File: config.mk
export PLATFORM = sky130hd
export DESIGN_NAME = trig_seq
export DESIGN_NICKNAME = d
export VERILOG_FILES = /design/src/rtl/trig_seq_pkg.sv /design/src/rtl/trig_seq_dp.sv /design/src/rtl/trig_seq_ctrl.sv /design/src/rtl/trig_seq.sv
export SDC_FILE = /design/constraint.sdc
export NUM_CORES = 2
export LEC_CHECK = 0
export ABC_AREA = 1
export BUFFER_PORTS_ARGS = -buffer_cell sky130_fd_sc_hd__buf_4
export CAP_MARGIN = 0
export CELL_PAD_IN_SITES_DETAIL_PLACEMENT = 0
export CELL_PAD_IN_SITES_GLOBAL_PLACEMENT = 2
export CORE_MARGIN = 8
export CORE_UTILIZATION = 43
export CTS_CLUSTER_SIZE = 10
export DETAILED_ROUTE_END_ITERATION = 7
export PLACE_DENSITY_LB_ADDON = 0.12
export SLEW_MARGIN = 20
export SYNTH_ARGS = -nofsm -noshare
export SYNTH_HDL_FRONTEND = slang
export SYNTH_HIERARCHICAL = 1
export SYNTH_SLANG_ARGS = --single-unit
export TNS_END_PERCENT = 5
File: constraint.sdc
create_clock -name clk -period 14.3 [get_ports clk]
set_input_delay 2.145 -clock clk [delete_from_list [all_inputs] [get_ports clk]]
set_output_delay 2.145 -clock clk [all_outputs]
set_load 0.005 [all_outputs]
File: src/rtl/trig_seq_pkg.sv
package trig_seq_pkg;

  localparam int LVL_W   = 3;
  localparam int BR_N    = 4;
  localparam int BR_W    = 2;
  localparam int FLAG_N  = 4;
  localparam int SEL_W   = 5;
  localparam int FOP_W   = 3;

  typedef enum logic [1:0] {
    ACT_GOTO      = 2'd0,
    ACT_TRIG_GOTO = 2'd1,
    ACT_TRIG_FILL = 2'd2,
    ACT_OCC_RST   = 2'd3
  } act_e;

  typedef enum logic [FOP_W-1:0] {
    FOP_NONE = 3'd0,
    FOP_SET  = 3'd1,
    FOP_CLR  = 3'd2,
    FOP_PSET = 3'd3,
    FOP_PCLR = 3'd4
  } fop_e;

  // packed: first member is the most significant field
  typedef struct packed {
    logic [FLAG_N*FOP_W-1:0] fops;
    logic [LVL_W-1:0]        target;
    act_e                    act;
    logic [SEL_W-1:0]        sel;
    logic                    inv;
    logic                    en;
  } branch_t;

  typedef struct packed {
    logic              restart;
    logic              occInc;
    logic              occClrCur;
    logic              occClrNew;
    logic [LVL_W-1:0]  newLevel;
    logic [FLAG_N-1:0] fSet;
    logic [FLAG_N-1:0] fClr;
    logic [FLAG_N-1:0] fPSet;
    logic [FLAG_N-1:0] fPClr;
  } strobe_t;

endpackage

File: src/rtl/trig_seq_dp.sv
module trig_seq_dp
  import trig_seq_pkg::*;
#(
  parameter int COND_W = 8,
  parameter int OCC_W  = 30,
  parameter int TMR_W  = 32,
  parameter int EVC_W  = 16,
  parameter int CFG_AW = 7,
  parameter int CFG_DW = 32
) (
  input  logic                     clk,
  input  logic                     rst,
  input  logic                     cfgWe,
  input  logic [CFG_AW-1:0]        cfgAddr,
  input  logic [CFG_DW-1:0]        cfgData,
  input  logic [COND_W-1:0]        condIn,
  input  logic [1:0]               evtIn,
  input  logic [LVL_W-1:0]         curLevel,
  input  strobe_t                  strb,
  output branch_t [BR_N-1:0]       curBranches,
  output logic [OCC_W-1:0]         occCount,
  output logic [OCC_W-1:0]         occTarget,
  output logic [(1<<SEL_W)-1:0]    condVec,
  output logic [FLAG_N-1:0]        flagsOut
);

  localparam int NUM_LEVELS = 1 << LVL_W;
  localparam int BR_BITS    = $bits(branch_t);
  localparam int TMR_IDX    = COND_W;
  localparam int EVC_IDX    = COND_W + 1;
  localparam int FLG_IDX    = COND_W + 3;
  localparam int ONE_IDX    = COND_W + 3 + FLAG_N;
  localparam int EVC_N      = 2;

  // programming storage
  branch_t          brMem  [NUM_LEVELS][BR_N];
  logic [OCC_W-1:0] tgtMem [NUM_LEVELS];
  logic [TMR_W-1:0] tmrLimit;
  logic [EVC_W-1:0] evcLimit [EVC_N];

  logic              cfgGlobal;
  logic [LVL_W-1:0]  cfgLvl;
  logic [2:0]        cfgSlot;

  assign cfgGlobal = cfgAddr[CFG_AW-1];
  assign cfgLvl    = cfgAddr[CFG_AW-2 -: LVL_W];
  assign cfgSlot   = cfgAddr[2:0];

  always_ff @(posedge clk) begin
    if (rst) begin
      for (int l = 0; l < NUM_LEVELS; l++) begin
        tgtMem[l] <= '0;
        for (int b = 0; b < BR_N; b++) brMem[l][b] <= '0;
      end
      tmrLimit <= '0;
      for (int k = 0; k < EVC_N; k++) evcLimit[k] <= '0;
    end else if (cfgWe) begin
      if (!cfgGlobal) begin
        if (cfgSlot < 3'(BR_N))
          brMem[cfgLvl][cfgSlot[BR_W-1:0]] <= branch_t'(cfgData[BR_BITS-1:0]);
        else if (cfgSlot == 3'(BR_N))
          tgtMem[cfgLvl] <= cfgData[OCC_W-1:0];
      end else begin
        case (cfgAddr[1:0])
          2'd0: tmrLimit    <= cfgData[TMR_W-1:0];
          2'd1: evcLimit[0] <= cfgData[EVC_W-1:0];
          2'd2: evcLimit[1] <= cfgData[EVC_W-1:0];
          default: ;
        endcase
      end
    end
  end

  always_comb begin
    for (int b = 0; b < BR_N; b++) curBranches[b] = brMem[curLevel][b];
  end
  assign occTarget = tgtMem[curLevel];

  // per-level occurrence counters
  logic [NUM_LEVELS-1:0][OCC_W-1:0] occAll;

  for (genvar l = 0; l < NUM_LEVELS; l++) begin : g_occ
    logic [OCC_W-1:0] cnt;
    logic isCur, isNew;
    assign isCur = (curLevel == LVL_W'(l));
    assign isNew = (strb.newLevel == LVL_W'(l));
    always_ff @(posedge clk) begin
      if (rst || strb.restart)
        cnt <= '0;
      else if ((strb.occClrNew && isNew) || (strb.occClrCur && isCur))
        cnt <= '0;
      else if (strb.occInc && isCur && (cnt != '1))
        cnt <= cnt + 1'b1;
    end
    assign occAll[l] = cnt;
  end

  assign occCount = occAll[curLevel];

  // global timer
  logic [TMR_W-1:0] tmrCnt;
  logic             tmrDone;
  always_ff @(posedge clk) begin
    if (rst || strb.restart)      tmrCnt <= '0;
    else if (tmrCnt < tmrLimit)   tmrCnt <= tmrCnt + 1'b1;
  end
  assign tmrDone = (tmrCnt >= tmrLimit);

  // event counters
  logic [EVC_N-1:0] evcDone;
  for (genvar k = 0; k < EVC_N; k++) begin : g_evc
    logic [EVC_W-1:0] cnt;
    always_ff @(posedge clk) begin
      if (rst || strb.restart)                cnt <= '0;
      else if (evtIn[k] && (cnt < evcLimit[k])) cnt <= cnt + 1'b1;
    end
    assign evcDone[k] = (cnt >= evcLimit[k]);
  end

  // flags with one-cycle pulse overlays
  logic [FLAG_N-1:0] flagBase, pSetR, pClrR;
  always_ff @(posedge clk) begin
    if (rst || strb.restart) begin
      flagBase <= '0;
      pSetR    <= '0;
      pClrR    <= '0;
    end else begin
      flagBase <= (flagBase | strb.fSet) & ~strb.fClr;
      pSetR    <= strb.fPSet;
      pClrR    <= strb.fPClr;
    end
  end
  assign flagsOut = (flagBase | pSetR) & ~pClrR;

  always_comb begin
    condVec                      = '0;
    condVec[COND_W-1:0]          = condIn;
    condVec[TMR_IDX]             = tmrDone;
    condVec[EVC_IDX +: EVC_N]    = evcDone;
    condVec[FLG_IDX +: FLAG_N]   = flagsOut;
    condVec[ONE_IDX]             = 1'b1;
  end

endmodule

File: src/rtl/trig_seq_ctrl.sv
module trig_seq_ctrl
  import trig_seq_pkg::*;
#(
  parameter int OCC_W = 30
) (
  input  logic                   clk,
  input  logic                   rst,
  input  logic                   start,
  input  logic                   armIn,
  input  branch_t [BR_N-1:0]     curBranches,
  input  logic [OCC_W-1:0]       occCount,
  input  logic [OCC_W-1:0]       occTarget,
  input  logic [(1<<SEL_W)-1:0]  condVec,
  output logic [LVL_W-1:0]       level,
  output logic                   trigPulse,
  output logic                   fillReq,
  output strobe_t                strb
);

  logic              triggered;
  logic [BR_N-1:0]   hit, match;
  logic              occReached, active, accept, found;
  logic [BR_W-1:0]   pick;
  branch_t           chosen;
  logic [LVL_W-1:0]  nextLevel;
  logic              doTrig, doFill;

  assign occReached = ((OCC_W+1)'(occCount) + 1'b1) >= (OCC_W+1)'(occTarget);
  assign active     = !start && !fillReq;
  assign accept     = armIn && !triggered;

  always_comb begin
    for (int b = 0; b < BR_N; b++) begin
      hit[b]   = curBranches[b].en && (condVec[curBranches[b].sel] ^ curBranches[b].inv);
      match[b] = hit[b];
    end
    match[0] = hit[0] && occReached;
  end

  always_comb begin
    found = 1'b0;
    pick  = '0;
    for (int b = 0; b < BR_N; b++) begin
      if (!found && match[b]) begin
        found = 1'b1;
        pick  = BR_W'(b);
      end
    end
  end

  assign chosen = curBranches[pick];

  always_comb begin
    strb         = '0;
    strb.restart = start;
    nextLevel    = level;
    doTrig       = 1'b0;
    doFill       = 1'b0;
    if (active) begin
      strb.occInc = hit[0];
      if (found) begin
        case (chosen.act)
          ACT_GOTO: begin
            nextLevel      = chosen.target;
            strb.occClrNew = (chosen.target != level);
          end
          ACT_TRIG_GOTO: begin
            nextLevel      = chosen.target;
            strb.occClrNew = (chosen.target != level);
            doTrig         = accept;
          end
          ACT_TRIG_FILL: begin
            doTrig = accept;
            doFill = accept;
          end
          default: strb.occClrCur = 1'b1;
        endcase
        for (int f = 0; f < FLAG_N; f++) begin
          case (fop_e'(chosen.fops[f*FOP_W +: FOP_W]))
            FOP_SET:  strb.fSet[f]  = 1'b1;
            FOP_CLR:  strb.fClr[f]  = 1'b1;
            FOP_PSET: strb.fPSet[f] = 1'b1;
            FOP_PCLR: strb.fPClr[f] = 1'b1;
            default:  ;
          endcase
        end
      end
    end
    strb.newLevel = nextLevel;
  end

  always_ff @(posedge clk) begin
    if (rst || start) begin
      level     <= '0;
      trigPulse <= 1'b0;
      triggered <= 1'b0;
      fillReq   <= 1'b0;
    end else begin
      level     <= nextLevel;
      trigPulse <= doTrig;
      if (doTrig) triggered <= 1'b1;
      if (doFill) fillReq   <= 1'b1;
    end
  end

endmodule

File: src/rtl/trig_seq.sv
module trig_seq
  import trig_seq_pkg::*;
#(
  parameter int COND_W = 8,
  parameter int OCC_W  = 30,
  parameter int TMR_W  = 32,
  parameter int EVC_W  = 16
) (
  input  logic              clk,
  input  logic              rst,
  input  logic              start,
  input  logic              armIn,
  input  logic [COND_W-1:0] condIn,
  input  logic [1:0]        evtIn,
  input  logic              cfgWe,
  input  logic [6:0]        cfgAddr,
  input  logic [31:0]       cfgData,
  output logic              trigPulse,
  output logic              fillReq,
  output logic [2:0]        level,
  output logic [3:0]        flags
);

  localparam int CFG_AW = LVL_W + 4;
  localparam int CFG_DW = 32;

  strobe_t                  strb;
  branch_t [BR_N-1:0]       curBranches;
  logic [OCC_W-1:0]         occCount, occTarget;
  logic [(1<<SEL_W)-1:0]    condVec;

  trig_seq_ctrl #(.OCC_W(OCC_W)) u_ctrl (
    .clk(clk), .rst(rst), .start(start), .armIn(armIn),
    .curBranches(curBranches), .occCount(occCount), .occTarget(occTarget),
    .condVec(condVec), .level(level), .trigPulse(trigPulse),
    .fillReq(fillReq), .strb(strb)
  );

  trig_seq_dp #(
    .COND_W(COND_W), .OCC_W(OCC_W), .TMR_W(TMR_W), .EVC_W(EVC_W),
    .CFG_AW(CFG_AW), .CFG_DW(CFG_DW)
  ) u_dp (
    .clk(clk), .rst(rst), .cfgWe(cfgWe), .cfgAddr(cfgAddr), .cfgData(cfgData),
    .condIn(condIn), .evtIn(evtIn), .curLevel(level), .strb(strb),
    .curBranches(curBranches), .occCount(occCount), .occTarget(occTarget),
    .condVec(condVec), .flagsOut(flags)
  );

endmodule

==> metrics.yaml <==
status: "complete, no violations"
synth_cells: 8105
finalCritPeriodShare_pct: 66.3
place_inst: 9963
setup_viol: 0
path_buf_inv: 9
initial_core_util_pct: 43.2
cts_buffers: 168
die-height_um: 420
die_area_mm2: 0.176
postCtsSetupBuffers: 0
power.leakage_nw: 27.6
core_mm2: 0.162
max_freq_mhz: 105
switching_share_pct: 41.2
cts-root-buf: "clkbuf_16"
grt.overflow.total: 0
path_class: "reg2reg"
seqPwrFrac_pct: 32.7
ys_types: 64
fill_cells: 15819
synth_area_per_cell_um2: 8.64
vias: 56880
cts_resized: 0
viasPerCell: 5.55
fin_cells: 10248
clk_path_buf_depth: 3
clk_pin_slew_worst_paths_ns: 0.06
die_w_um: 420
arrival_ns: 10.16
drv_slew: 0
hold_buffers: 0
timing.final.ws_setup_ns: 4.81
clock_latency_ns: 0.81
ios: 63
pwr-share-clk_pct: 28.8
wl_per_cell_um: 23.5
power.share.combinational_pct: 38.5
drv_cap: 0
p_int_mw: 8.26
finClkSkew_ns: 0.0603
synthToLayoutAreaGrowth_pct: 10.2
place_area_mm2: 0.0720
ir_drop_mv: 0.237
grt_max_degree: 124
final_nets: 8122
rows: 148
layout-drive-gt1-share_pct: 6.93
cp_top_family: "simple AND/OR/NAND/NOR gates"
ys_ff_latch: 1394
crit_path_max_fanout: 123
end_kind: "register"
postSynth.asyncResetShare_pct: 0
htreeDepth: 4
yosys_warnings: 6
p_per_area_mw_per_mm2: 182
switchingPower_mw: 5.78
finalHoldViolCount: 0
path_common_cell: "inv_1"
clock-sinks: 1394
final_cell_mix: "1869 x nand2_1, 1638 x nor2_1, 1040 x edfxtp_1"
drc_errors: 0
worst_pin_slew_ns: 1.14
power_mw: 14.0
start_kind: "register"
cts_tree: "done"
min_path_type: "reg2reg"
mostFrequentLayoutCell: "nand2_1"
synth-edff-count: 1040
grt_pass1_wl_mm: 357
gp_congestion: 0.891
antenna_violating_nets_post_route: 0
hold_slack_ns: 0.462
finalWorstPathRequiredPeriod_ns: 9.49
grt.total_usage_pct: 26.7
grt_setup_unrepaired: "no"
post-place-ws_ns: 4.86
syn-cell-area_mm2: 0.0700
grt_pass1_vias: 54430
hpwlAfterDp_mm: 155
first_pass_iters: 6
cpPeakStageDelay_ns: 0.75
crit_slowest_cell: "inv_8"
ys_seq_area_share_pct: 54.7
port_buffers: 62
setup_tns_ns: 0
post-route-cell-area_mm2: 0.0771
max_slew_margin_pct: 24.2
synth_ff_type: "edfxtp_1"
antenna_found_initial: 4
required_ns: 14.97
drt_iter0_drc: 5770
routed_wl_mm: 241
fin_util_pct: 47.5
-- worst reg2reg max path, delay by kind of cell (launching register included) --
| kind | cells | cell delay, ns |
|---|---|---|
| adder cells (fa/ha/maj) | 2 | 0.48 |
| XOR/XNOR | 1 | 0.16 |
| buffers and inverters | 9 | 2.01 |
| AND/OR/NAND/NOR | 25 | 4.91 |
| AO/OA/AOI/OAI | 5 | 1.26 |
| flip-flops | 1 | 0.53 |
-- layout make-up --
class	count	area, µm²	share of cell area [%]
diodes	2	5.00	0.00649
clock buffers	251	4660	6.04
clock inverters	32	488	0.633
inverters	536	2060	2.67
multi-input cells	5672	27400	35.5
flip-flops and latches	1394	38300	49.7
well taps	2175	2720	3.53
repair buffers	186	1480	1.92
-- cell families (layout without fill, tap and decap cells) --
kind of cell | count (synthesis) | in the layout | synth area share [%]
simple gates | 4331 | 4331 | 25.6
flops | 1394 | 1394 | 54.7
buf+inv | 1054 | 1005 | 6.32
compound gates | 1045 | 1045 | 9.27
xor+xnor | 169 | 169 | 2.11
fa+ha+maj | 110 | 110 | 1.97
other cells | 2 | 19 | 0.0107
-- routing by layer --
metal | up-vias | global-route usage, % | routed length [µm]
met2 | 1921 | 44.1 | 114000
met4 | 2 | 9.83 | 9540
li1 | 26958 | - | -
met3 | 365 | 3.39 | 14400
met5 | - | 0 | 11
met1 | 27634 | 36.0 | 103000
-- path summary, 6_finish.rpt --
path                      from                    to  slack [ns]  depth (start not counted)
max            u_ctrl/level[0]  u_dp/g_occ[6].cnt[2]        4.81                         42
min          u_dp/tmrLimit[30]     u_dp/tmrLimit[30]        0.46                          2
max reg2reg    u_ctrl/level[0]  u_dp/g_occ[6].cnt[2]        4.81                         42
min reg2reg  u_dp/tmrLimit[30]     u_dp/tmrLimit[30]        0.46                          2
-- power by group through the flow --
stage                     clock [mW]  combinational, mW  sequential (mW)
after floorplan                    0               3.77             4.64
after global placement             0               5.36             4.68
after detailed placement           0               5.37             4.68
final                           4.04               5.40             4.60
after CTS                       4.13               5.39             4.60
after global routing            4.28               5.88             4.62
-- Yosys cell counts, types with 9 or more instances --
cell / number / share of area (%)
clkbuf_1: 358 / 1.9
nand4_1: 182 / 1.6
o21ai_1: 14 / 0.10
buf_6: 16 / 0.26
o22ai_1: 23 / 0.21
nor2_1: 1640 / 8.8
a22oi_1: 261 / 2.8
buf_1: 12 / 0.064
a211oi_1: 43 / 0.46
nand3_2: 13 / 0.19
o21ai_0: 148 / 1.1
clkinv_1: 23 / 0.12
buf_4: 44 / 0.47
buf_2: 84 / 0.60
edfxtp_1: 1040 / 45
nand2_2: 39 / 0.35
nor3_1: 152 / 1.1
a21oi_1: 347 / 2.5
xor2_1: 129 / 1.6
a31oi_1: 129 / 1.2
dfxtp_1: 354 / 10
a221oi_1: 22 / 0.28
nand2_1: 1873 / 10
xnor2_1: 40 / 0.50
inv_2: 21 / 0.11
nor3b_1: 9 / 0.096
ha_1: 110 / 2.0
nand3b_1: 17 / 0.18
o2111ai_1: 21 / 0.26
nand3_1: 345 / 2.5
nor3_2: 19 / 0.27
inv_1: 486 / 2.6
-- flip-flops by register name, summed over array words and instances, names as in the netlist --
register	count
u_dp/pSetR	4
u_dp/flagBase	4
u_dp/evcLimit	32
u_dp/tgtMem	240
u_dp/g_occ.cnt	240
u_ctrl/trigPulse	1
u_ctrl/fillReq	1
u_ctrl/level	3
u_dp/brMem	768
u_dp/pClrR	4
u_dp/tmrLimit	32
u_ctrl/triggered	1
u_dp/g_evc.cnt	32
u_dp/tmrCnt	32
Note: power is estimated with default switching activity, not from simulation.
